===== src/rtl/gpio_port_pkg.sv =====
package gpio_port_pkg;
  localparam int ADDR_W    = 5;
  localparam int CTRL_ADDR = 0;
  localparam int DIN_BASE  = 1;
  localparam int DIR_BASE  = 4;
  localparam int OUT_BASE  = 7;
  localparam int SET_BASE  = 10;
  localparam int CLR_BASE  = 13;
  localparam int DEB_BASE  = 16;
  localparam int PULL_BASE = 20;
  localparam int MAX_DATA_BANKS = 3;
  localparam int MAX_PULL_BANKS = 5;

  localparam int CTRL_ON_BIT = 2;

  function automatic logic [63:0] low_ones(input int n);
    logic [63:0] m;
    m = '0;
    for (int i = 0; i < 64; i++) if (i < n) m[i] = 1'b1;
    return m;
  endfunction
endpackage


===== src/rtl/gpio_addr_dec.sv =====
module gpio_addr_dec
  import gpio_port_pkg::*;
#(
  parameter int DATA_BANKS = 3,
  parameter int PULL_BANKS = 5
) (
  input  logic [ADDR_W-1:0]     addr_i,
  output logic                  ctrl_hit_o,
  output logic [DATA_BANKS-1:0] din_hit_o,
  output logic [DATA_BANKS-1:0] dir_hit_o,
  output logic [DATA_BANKS-1:0] out_hit_o,
  output logic [DATA_BANKS-1:0] set_hit_o,
  output logic [DATA_BANKS-1:0] clr_hit_o,
  output logic [DATA_BANKS-1:0] deb_hit_o,
  output logic [PULL_BANKS-1:0] pull_hit_o
);
  assign ctrl_hit_o = (addr_i == ADDR_W'(CTRL_ADDR));

  for (genvar b = 0; b < DATA_BANKS; b++) begin : g_data
    assign din_hit_o[b] = (addr_i == ADDR_W'(DIN_BASE + b));
    assign dir_hit_o[b] = (addr_i == ADDR_W'(DIR_BASE + b));
    assign out_hit_o[b] = (addr_i == ADDR_W'(OUT_BASE + b));
    assign set_hit_o[b] = (addr_i == ADDR_W'(SET_BASE + b));
    assign clr_hit_o[b] = (addr_i == ADDR_W'(CLR_BASE + b));
    assign deb_hit_o[b] = (addr_i == ADDR_W'(DEB_BASE + b));
  end

  for (genvar b = 0; b < PULL_BANKS; b++) begin : g_pull
    assign pull_hit_o[b] = (addr_i == ADDR_W'(PULL_BASE + b));
  end
endmodule


===== src/rtl/gpio_pin_filter.sv =====
module gpio_pin_filter #(
  parameter int DEB_CYCLES = 1024
) (
  input  logic clk_i,
  input  logic rst_ni,
  input  logic pin_i,
  input  logic deb_en_i,
  output logic level_o
);
  localparam int CW = $clog2(DEB_CYCLES + 1);

  logic          s1_q, s2_q, lvl_q;
  logic [CW-1:0] cnt_q;

  always_ff @(posedge clk_i or negedge rst_ni) begin
    if (!rst_ni) begin
      s1_q  <= 1'b0;
      s2_q  <= 1'b0;
      lvl_q <= 1'b0;
      cnt_q <= '0;
    end else begin
      s1_q <= pin_i;
      s2_q <= s1_q;
      if (!deb_en_i) begin
        lvl_q <= s2_q;
        cnt_q <= '0;
      end else if (s2_q != lvl_q) begin
        if (cnt_q == CW'(DEB_CYCLES - 1)) begin
          lvl_q <= s2_q;
          cnt_q <= '0;
        end else begin
          cnt_q <= cnt_q + 1'b1;
        end
      end else begin
        cnt_q <= '0;
      end
    end
  end

  assign level_o = lvl_q;

  // debounced level moves only at the end of a full stable window
  assert_deb_window_R8: assert property (@(posedge clk_i) disable iff (!rst_ni)
    (deb_en_i && $past(deb_en_i) && !$stable(lvl_q)) |-> ($past(cnt_q) == CW'(DEB_CYCLES - 1)));

  assert_deb_cnt_bound_R8: assert property (@(posedge clk_i) disable iff (!rst_ni)
    cnt_q < CW'(DEB_CYCLES));
endmodule


===== src/rtl/gpio_port_regs.sv =====
module gpio_port_regs
  import gpio_port_pkg::*;
#(
  parameter int NUM_PINS   = 18,
  parameter int DEB_CYCLES = 1024
) (
  input  logic                clk_i,
  input  logic                rst_ni,
  input  logic [ADDR_W-1:0]   addr_i,
  input  logic [7:0]          wdata_i,
  input  logic                wr_en_i,
  input  logic                rd_en_i,
  output logic [7:0]          rdata_o,
  input  logic [NUM_PINS-1:0] pad_in_i,
  output logic [NUM_PINS-1:0] pad_out_o,
  output logic [NUM_PINS-1:0] pad_oe_o,
  output logic [NUM_PINS-1:0] pad_pu_o,
  output logic [NUM_PINS-1:0] pad_pd_o,
  output logic [1:0]          cd_en_o
);
  localparam int DATA_BANKS = (NUM_PINS + 7) / 8;
  localparam int PULL_BANKS = (NUM_PINS + 3) / 4;
  localparam int DW = DATA_BANKS * 8;
  localparam int PW = PULL_BANKS * 8;
  localparam logic [DW-1:0] PIN_MASK  = DW'(low_ones(NUM_PINS));
  localparam logic [PW-1:0] PULL_MASK = PW'(low_ones(2 * NUM_PINS));

  logic                  ctrl_hit;
  logic [DATA_BANKS-1:0] din_hit, dir_hit, out_hit, set_hit, clr_hit, deb_hit;
  logic [PULL_BANKS-1:0] pull_hit;

  gpio_addr_dec #(.DATA_BANKS(DATA_BANKS), .PULL_BANKS(PULL_BANKS)) i_dec (
    .addr_i     (addr_i),
    .ctrl_hit_o (ctrl_hit),
    .din_hit_o  (din_hit),
    .dir_hit_o  (dir_hit),
    .out_hit_o  (out_hit),
    .set_hit_o  (set_hit),
    .clr_hit_o  (clr_hit),
    .deb_hit_o  (deb_hit),
    .pull_hit_o (pull_hit)
  );

  logic [2:0]    ctrl_q, ctrl_d;
  logic [DW-1:0] dir_q, dir_d, out_q, out_d, deb_q, deb_d, lvl;
  logic [PW-1:0] pull_q, pull_d;
  logic          mod_on;

  assign mod_on = ctrl_q[CTRL_ON_BIT];

  always_comb begin
    ctrl_d = ctrl_q;
    dir_d  = dir_q;
    out_d  = out_q;
    deb_d  = deb_q;
    pull_d = pull_q;
    if (wr_en_i) begin
      if (ctrl_hit) ctrl_d = wdata_i[2:0];
      for (int b = 0; b < DATA_BANKS; b++) begin
        if (dir_hit[b]) dir_d[b*8 +: 8] = wdata_i;
        if (set_hit[b]) out_d[b*8 +: 8] = out_q[b*8 +: 8] | wdata_i;
        if (clr_hit[b]) out_d[b*8 +: 8] = out_q[b*8 +: 8] & ~wdata_i;
        if (deb_hit[b]) deb_d[b*8 +: 8] = wdata_i;
      end
      for (int b = 0; b < PULL_BANKS; b++) begin
        if (pull_hit[b]) pull_d[b*8 +: 8] = wdata_i;
      end
    end
    dir_d  = dir_d & PIN_MASK;
    out_d  = out_d & PIN_MASK;
    deb_d  = deb_d & PIN_MASK;
    pull_d = pull_d & PULL_MASK;
  end

  always_ff @(posedge clk_i or negedge rst_ni) begin
    if (!rst_ni) begin
      ctrl_q <= '0;
      dir_q  <= '0;
      out_q  <= '0;
      deb_q  <= '0;
      pull_q <= '0;
    end else begin
      ctrl_q <= ctrl_d;
      dir_q  <= dir_d;
      out_q  <= out_d;
      deb_q  <= deb_d;
      pull_q <= pull_d;
    end
  end

  for (genvar n = 0; n < NUM_PINS; n++) begin : g_pin
    gpio_pin_filter #(.DEB_CYCLES(DEB_CYCLES)) i_filt (
      .clk_i    (clk_i),
      .rst_ni   (rst_ni),
      .pin_i    (pad_in_i[n]),
      .deb_en_i (deb_q[n]),
      .level_o  (lvl[n])
    );
    // pull-down wins when both are selected
    assign pad_pd_o[n] = pull_q[2*n];
    assign pad_pu_o[n] = pull_q[2*n+1] & ~pull_q[2*n];
  end

  if (DW > NUM_PINS) begin : g_lvl_pad
    assign lvl[DW-1:NUM_PINS] = '0;
  end

  assign pad_out_o = out_q[NUM_PINS-1:0];
  assign pad_oe_o  = dir_q[NUM_PINS-1:0] & {NUM_PINS{mod_on}};
  assign cd_en_o   = ctrl_q[1:0] & {2{mod_on}};

  always_comb begin
    rdata_o = '0;
    if (rd_en_i) begin
      if (ctrl_hit) rdata_o = {5'b0, ctrl_q};
      for (int b = 0; b < DATA_BANKS; b++) begin
        if (din_hit[b]) rdata_o = lvl[b*8 +: 8] & {8{mod_on}};
        if (dir_hit[b]) rdata_o = dir_q[b*8 +: 8];
        if (out_hit[b]) rdata_o = out_q[b*8 +: 8];
        if (deb_hit[b]) rdata_o = deb_q[b*8 +: 8];
      end
      for (int b = 0; b < PULL_BANKS; b++) begin
        if (pull_hit[b]) rdata_o = pull_q[b*8 +: 8];
      end
    end
  end

  assert_dec_onehot_R11: assert property (@(posedge clk_i) disable iff (!rst_ni)
    $onehot0({ctrl_hit, din_hit, dir_hit, out_hit, set_hit, clr_hit, deb_hit, pull_hit}));

  assert_set_bank0_R4: assert property (@(posedge clk_i) disable iff (!rst_ni)
    (wr_en_i && set_hit[0]) |=> ((pad_out_o[7:0] & $past(wdata_i)) == $past(wdata_i)));

  assert_clr_bank0_R5: assert property (@(posedge clk_i) disable iff (!rst_ni)
    (wr_en_i && clr_hit[0]) |=> ((pad_out_o[7:0] & $past(wdata_i)) == 8'h00));

  assert_dir_hold_R3: assert property (@(posedge clk_i) disable iff (!rst_ni)
    !(wr_en_i && (|dir_hit)) |=> $stable(dir_q));

  assert_off_gates_R12: assert property (@(posedge clk_i) disable iff (!rst_ni)
    (wr_en_i && ctrl_hit && !wdata_i[CTRL_ON_BIT]) |=> (pad_oe_o == '0 && cd_en_o == 2'b00));

  assert_pull_excl_R10: assert property (@(posedge clk_i) disable iff (!rst_ni)
    (pad_pu_o & pad_pd_o) == '0);
endmodule


===== config.mk =====
export PLATFORM = sky130hd
export DESIGN_NAME = gpio_port_regs
export DESIGN_NICKNAME = d
export VERILOG_FILES = /design/src/rtl/gpio_port_pkg.sv /design/src/rtl/gpio_addr_dec.sv /design/src/rtl/gpio_pin_filter.sv /design/src/rtl/gpio_port_regs.sv
export SDC_FILE = /design/constraint.sdc
export NUM_CORES = 1
export LEC_CHECK = 0
export BUFFER_PORTS_ARGS = -buffer_cell sky130_fd_sc_hd__buf_2
export CELL_PAD_IN_SITES_DETAIL_PLACEMENT = 0
export CELL_PAD_IN_SITES_GLOBAL_PLACEMENT = 1
export CORE_ASPECT_RATIO = 1.5
export CORE_MARGIN = 2
export CORE_UTILIZATION = 48
export CTS_CLUSTER_SIZE = 14
export DETAILED_ROUTE_END_ITERATION = 8
export PLACE_DENSITY = 0.92
export SLEW_MARGIN = 20
export SYNTH_ARGS = -nofsm -noshare
export SYNTH_HDL_FRONTEND = slang
export SYNTH_SLANG_ARGS = --single-unit

===== constraint.sdc =====
create_clock -name clk_i -period 4.5 [get_ports clk_i]
set_input_delay 1.35 -clock clk_i [delete_from_list [all_inputs] [get_ports clk_i]]
set_output_delay 1.35 -clock clk_i [all_outputs]
set_load 0.1 [all_outputs]

==> flow_metrics.py <==
metrics = {
    "floorplanning": {
        "rows": 82,
        "fp.dieArea_um2": 35420,
        "core_um2": 33450,
        "die_w_um": 154.3,
        "die_h_um": 229.5,
        "start_util": 0.4865,
        "io_pins": 117,
    },
    "sta": {
        "rsz0062_at_grt": "yes",
        "drv_slew": 0,
        "skew_ns": 0.01296,
        "fmax_mhz": 223.7,
        "setup_violations": 0,
        "whs_ns": 0.3487,
        "worst_pin_slew_ns": 0.7211,
        "fin_crit_sh": 0.9935,
        "period_needed_ns": 4.471,
        "final-hold-violation-count": 0,
        "slew_headroom": 0.5193,
    },
    "synth": {
        "synth_nets": 1600,
        "async_reset_ff_frac": 1.000,
        "synth_area_leader_cell": "dfrtp_1",
        "ys_top_cells_by_area": "dfrtp_1 53%, mux2_2 6.6%, xor2_1 6.1%",
        "synth_edf_count": 0,
        "ys_ff_latch": 345,
        "synthXorXnorAreaFrac": 0.08559,
        "synthSimpleGateAreaFrac": 0.1923,
        "synth_top_family_by_area": "simple AND/OR/NAND/NOR gates",
        "synth.most_common_cell": "dfrtp_1",
        "ys_warn_count": 0,
        "syn_inst": 1547,
        "synth_common_cells": "345 x dfrtp_1, 227 x nor2_1, 114 x xor2_1",
        "synth-adder-area-share": 0.01384,
        "yosysTopAreaCellShare": 0.5306,
        "ys_seq_area_frac": 0.5306,
        "synthFlopType": "dfrtp_1",
        "synth_compound_area_frac": 0.07352,
        "synth_area_um2": 16270,
        "syn_area_per_cell_um2": 10.52,
        "synthMuxAreaShare": 0.06952,
        "ys_types": 70,
    },
    "drt": {
        "first_iter_violations": 761,
        "firstDrtPassIters": 5,
        "wl_per_cell_um": 18.69,
        "wl_mm": 40.27,
        "via_per_inst": 5.628,
        "drc": 0,
        "drtAntennaViolNets": 0,
        "vias": 12130,
    },
    "clock_network": {
        "root_buffer": "clkbuf_16",
        "clock_sinks": 345,
        "postCtsHoldBufs": 0,
        "cts_max_level": 2,
        "clk_pin_slew_ns": 0.06,
        "cts_buffers": 35,
        "cts_buffer_depth": 3,
        "cts_tree": "built",
        "clk_latency_ns": 0.54,
    },
    "critical_path": {
        "crit_fanout": 6,
        "cp-end-kind": "output pin",
        "cp_data_required_time_ns": 3.15,
        "path_class": "input port to output pin",
        "crit_arrival_ns": 3.12,
        "cp-start-kind": "input port",
    },
    "min_path": {
        "hold_path.class": "register to register",
    },
    "layout": {
        "postLayoutCoreUtil": 0.5759,
        "drive_above_1_share": 0.2375,
        "area_delta_synth_final_pct": 18.39,
        "final_cells": 2155,
        "antenna_cells": 0,
        "nNetsFinal": 1763,
        "n_fill_cell": 2784,
    },
    "grt": {
        "grt_pass1_wl_mm": 65.70,
        "antenna_found_initial": 0,
        "grt_most_used_layer": "met2",
        "grt_overflow": 0,
        "use_met3": 0.04674,
        "grt_usage": 0.2315,
        "met2_usage": 0.3995,
        "gr-usage-met1": 0.2799,
        "grt_pass1_vias": 12550,
        "grt_max_degree": 94,
    },
    "outcome": {
        "status": "completed",
    },
    "placed_design": {
        "hpwl_mm": 29.16,
        "routabilityCongestion": 0.9730,
        "dp.cells": 2087,
        "port_buffers": 116,
    },
    "power": {
        "p_sw_w": 0.003006,
        "seqPwrFrac": 0.421,
        "switching_share": 0.3475,
        "p_per_area_nw_per_um2": 449.0,
        "leakage_nw": 8.574,
        "p_total_w": 0.008650,
        "p_int_w": 0.005644,
        "p_comb_frac": 0.226,
        "clkPwrFrac": 0.353,
        "ir_worst_vdd_v": 0.0002150,
    },
    "flow_run": {
        "max-cap-violations": 0,
    },
}
-- layout by cell type, fill, tap and decap left out, drive strengths merged, types with 6 or more instances in the layout --
master | netlist | routed
a31oi | 23 | 23
and2 | 37 | 37
a21oi | 50 | 50
and3 | 37 | 37
nand2b | 26 | 26
mux2 | 96 | 96
clkbuf | 29 | 51
inv | 26 | 28
nor2 | 235 | 235
xor2 | 114 | 114
clkinv | 1 | 6
nand2 | 107 | 107
nor3 | 10 | 10
nor2b | 24 | 24
and4 | 21 | 21
nand3 | 76 | 76
dfrtp | 345 | 345
ha | 18 | 18
xnor2 | 45 | 45
nand4 | 32 | 32
o21ai | 57 | 57
a32oi | 6 | 6
buf | 51 | 204
a211oi | 6 | 6
-- what timing repair did --
action,CTS,global route
gates cloned,0,1
endpoints found under the setup margin,7,8
buffers inserted,3,4
gates resized for setup,10,37
pin swaps,8,17
-- critical path: stages --
cell and delay [ns]:
buf_6 0.10, buf_8 0.12, nor4b_4 0.31, buf_4 0.20, buf_4 0.11, and2_4 0.17
a221o_1 0.17, o21ai_2 0.08, a211oi_4 0.28, buf_12 0.21
-- layout make-up --
class	instances	area (um2)	area share
clock buffers	49	1020	0.05294
clock inverters	13	190.2	0.009873
inverters	27	105.1	0.005456
multi-input cells	1095	7298	0.3789
flip-flops and latches	345	8633	0.4482
well taps	420	525.5	0.02728
repair buffers	206	1490	0.07736
-- kinds of logic (layout without fill, tap and decap cells) --
logic type / Yosys count / in the layout
AO/OA/AOI/OAI: 192 / 192
flip-flops: 345 / 345
AND/OR/NAND/NOR: 625 / 625
adder cells (fa/ha/maj): 18 / 18
buffers and inverters: 107 / 295
multiplexers: 101 / 101
XOR/XNOR: 159 / 159
-- power groups by stage --
stage	Sequential (W)	Combinational, W	Clock (W)
after floorplan	0.00386	0.00128	0
final	0.00364	0.00196	0.00305
after global placement	0.00368	0.00191	0
after global routing	0.00368	0.00207	0.00323
after CTS	0.00364	0.00195	0.00311
after detailed placement	0.00369	0.00194	0
-- state kept, by name, summed over array words and instances (netlist names), named ones only --
register / cells
g_pin.i_filt.level_o: 18
g_pin.i_filt.s1_q: 18
g_pin.i_filt.cnt_q: 198
deb_q: 18
dir_q: 18
g_pin.i_filt.s2_q: 18
pull_q: 36
ctrl_q: 3
-- through the flow --
stage	setup TNS [ns]	area (um2)	setup WS, ns
after floorplan	-0.3784	16390	-0.2915
after global placement	-0.1887	17860	-0.05177
after detailed placement	-0.4028	17860	-0.1032
after CTS	0	19100	0.01027
after global routing	-0.1027	19260	-0.03379
final	0	19260	0.02922
-- worst paths after layout --
path,from,endpoint,slack (ns),depth (start not counted)
setup / recovery,addr_i[2],rdata_o[0],0.03,10
hold / removal,g_pin[1].i_filt.s1_q,g_pin[1].i_filt.s2_q,0.35,0
setup reg to reg,g_pin[7].i_filt.cnt_q[0],g_pin[7].i_filt.cnt_q[4],2.45,7
hold reg to reg,g_pin[1].i_filt.s1_q,g_pin[1].i_filt.s2_q,0.35,0
max in group asynchronous,rst_ni,g_pin[16].i_filt.cnt_q[8],2.68,2
min in group asynchronous,rst_ni,g_pin[1].i_filt.s1_q,0.82,1
-- layer usage --
layer | vias up | share of wire
met5 | - | 0
met4 | 0 | 0.039
met3 | 95 | 0.058
met2 | 363 | 0.50
met1 | 6045 | 0.40
li1 | 5625 | -
Power figures use the tool's default switching activity.
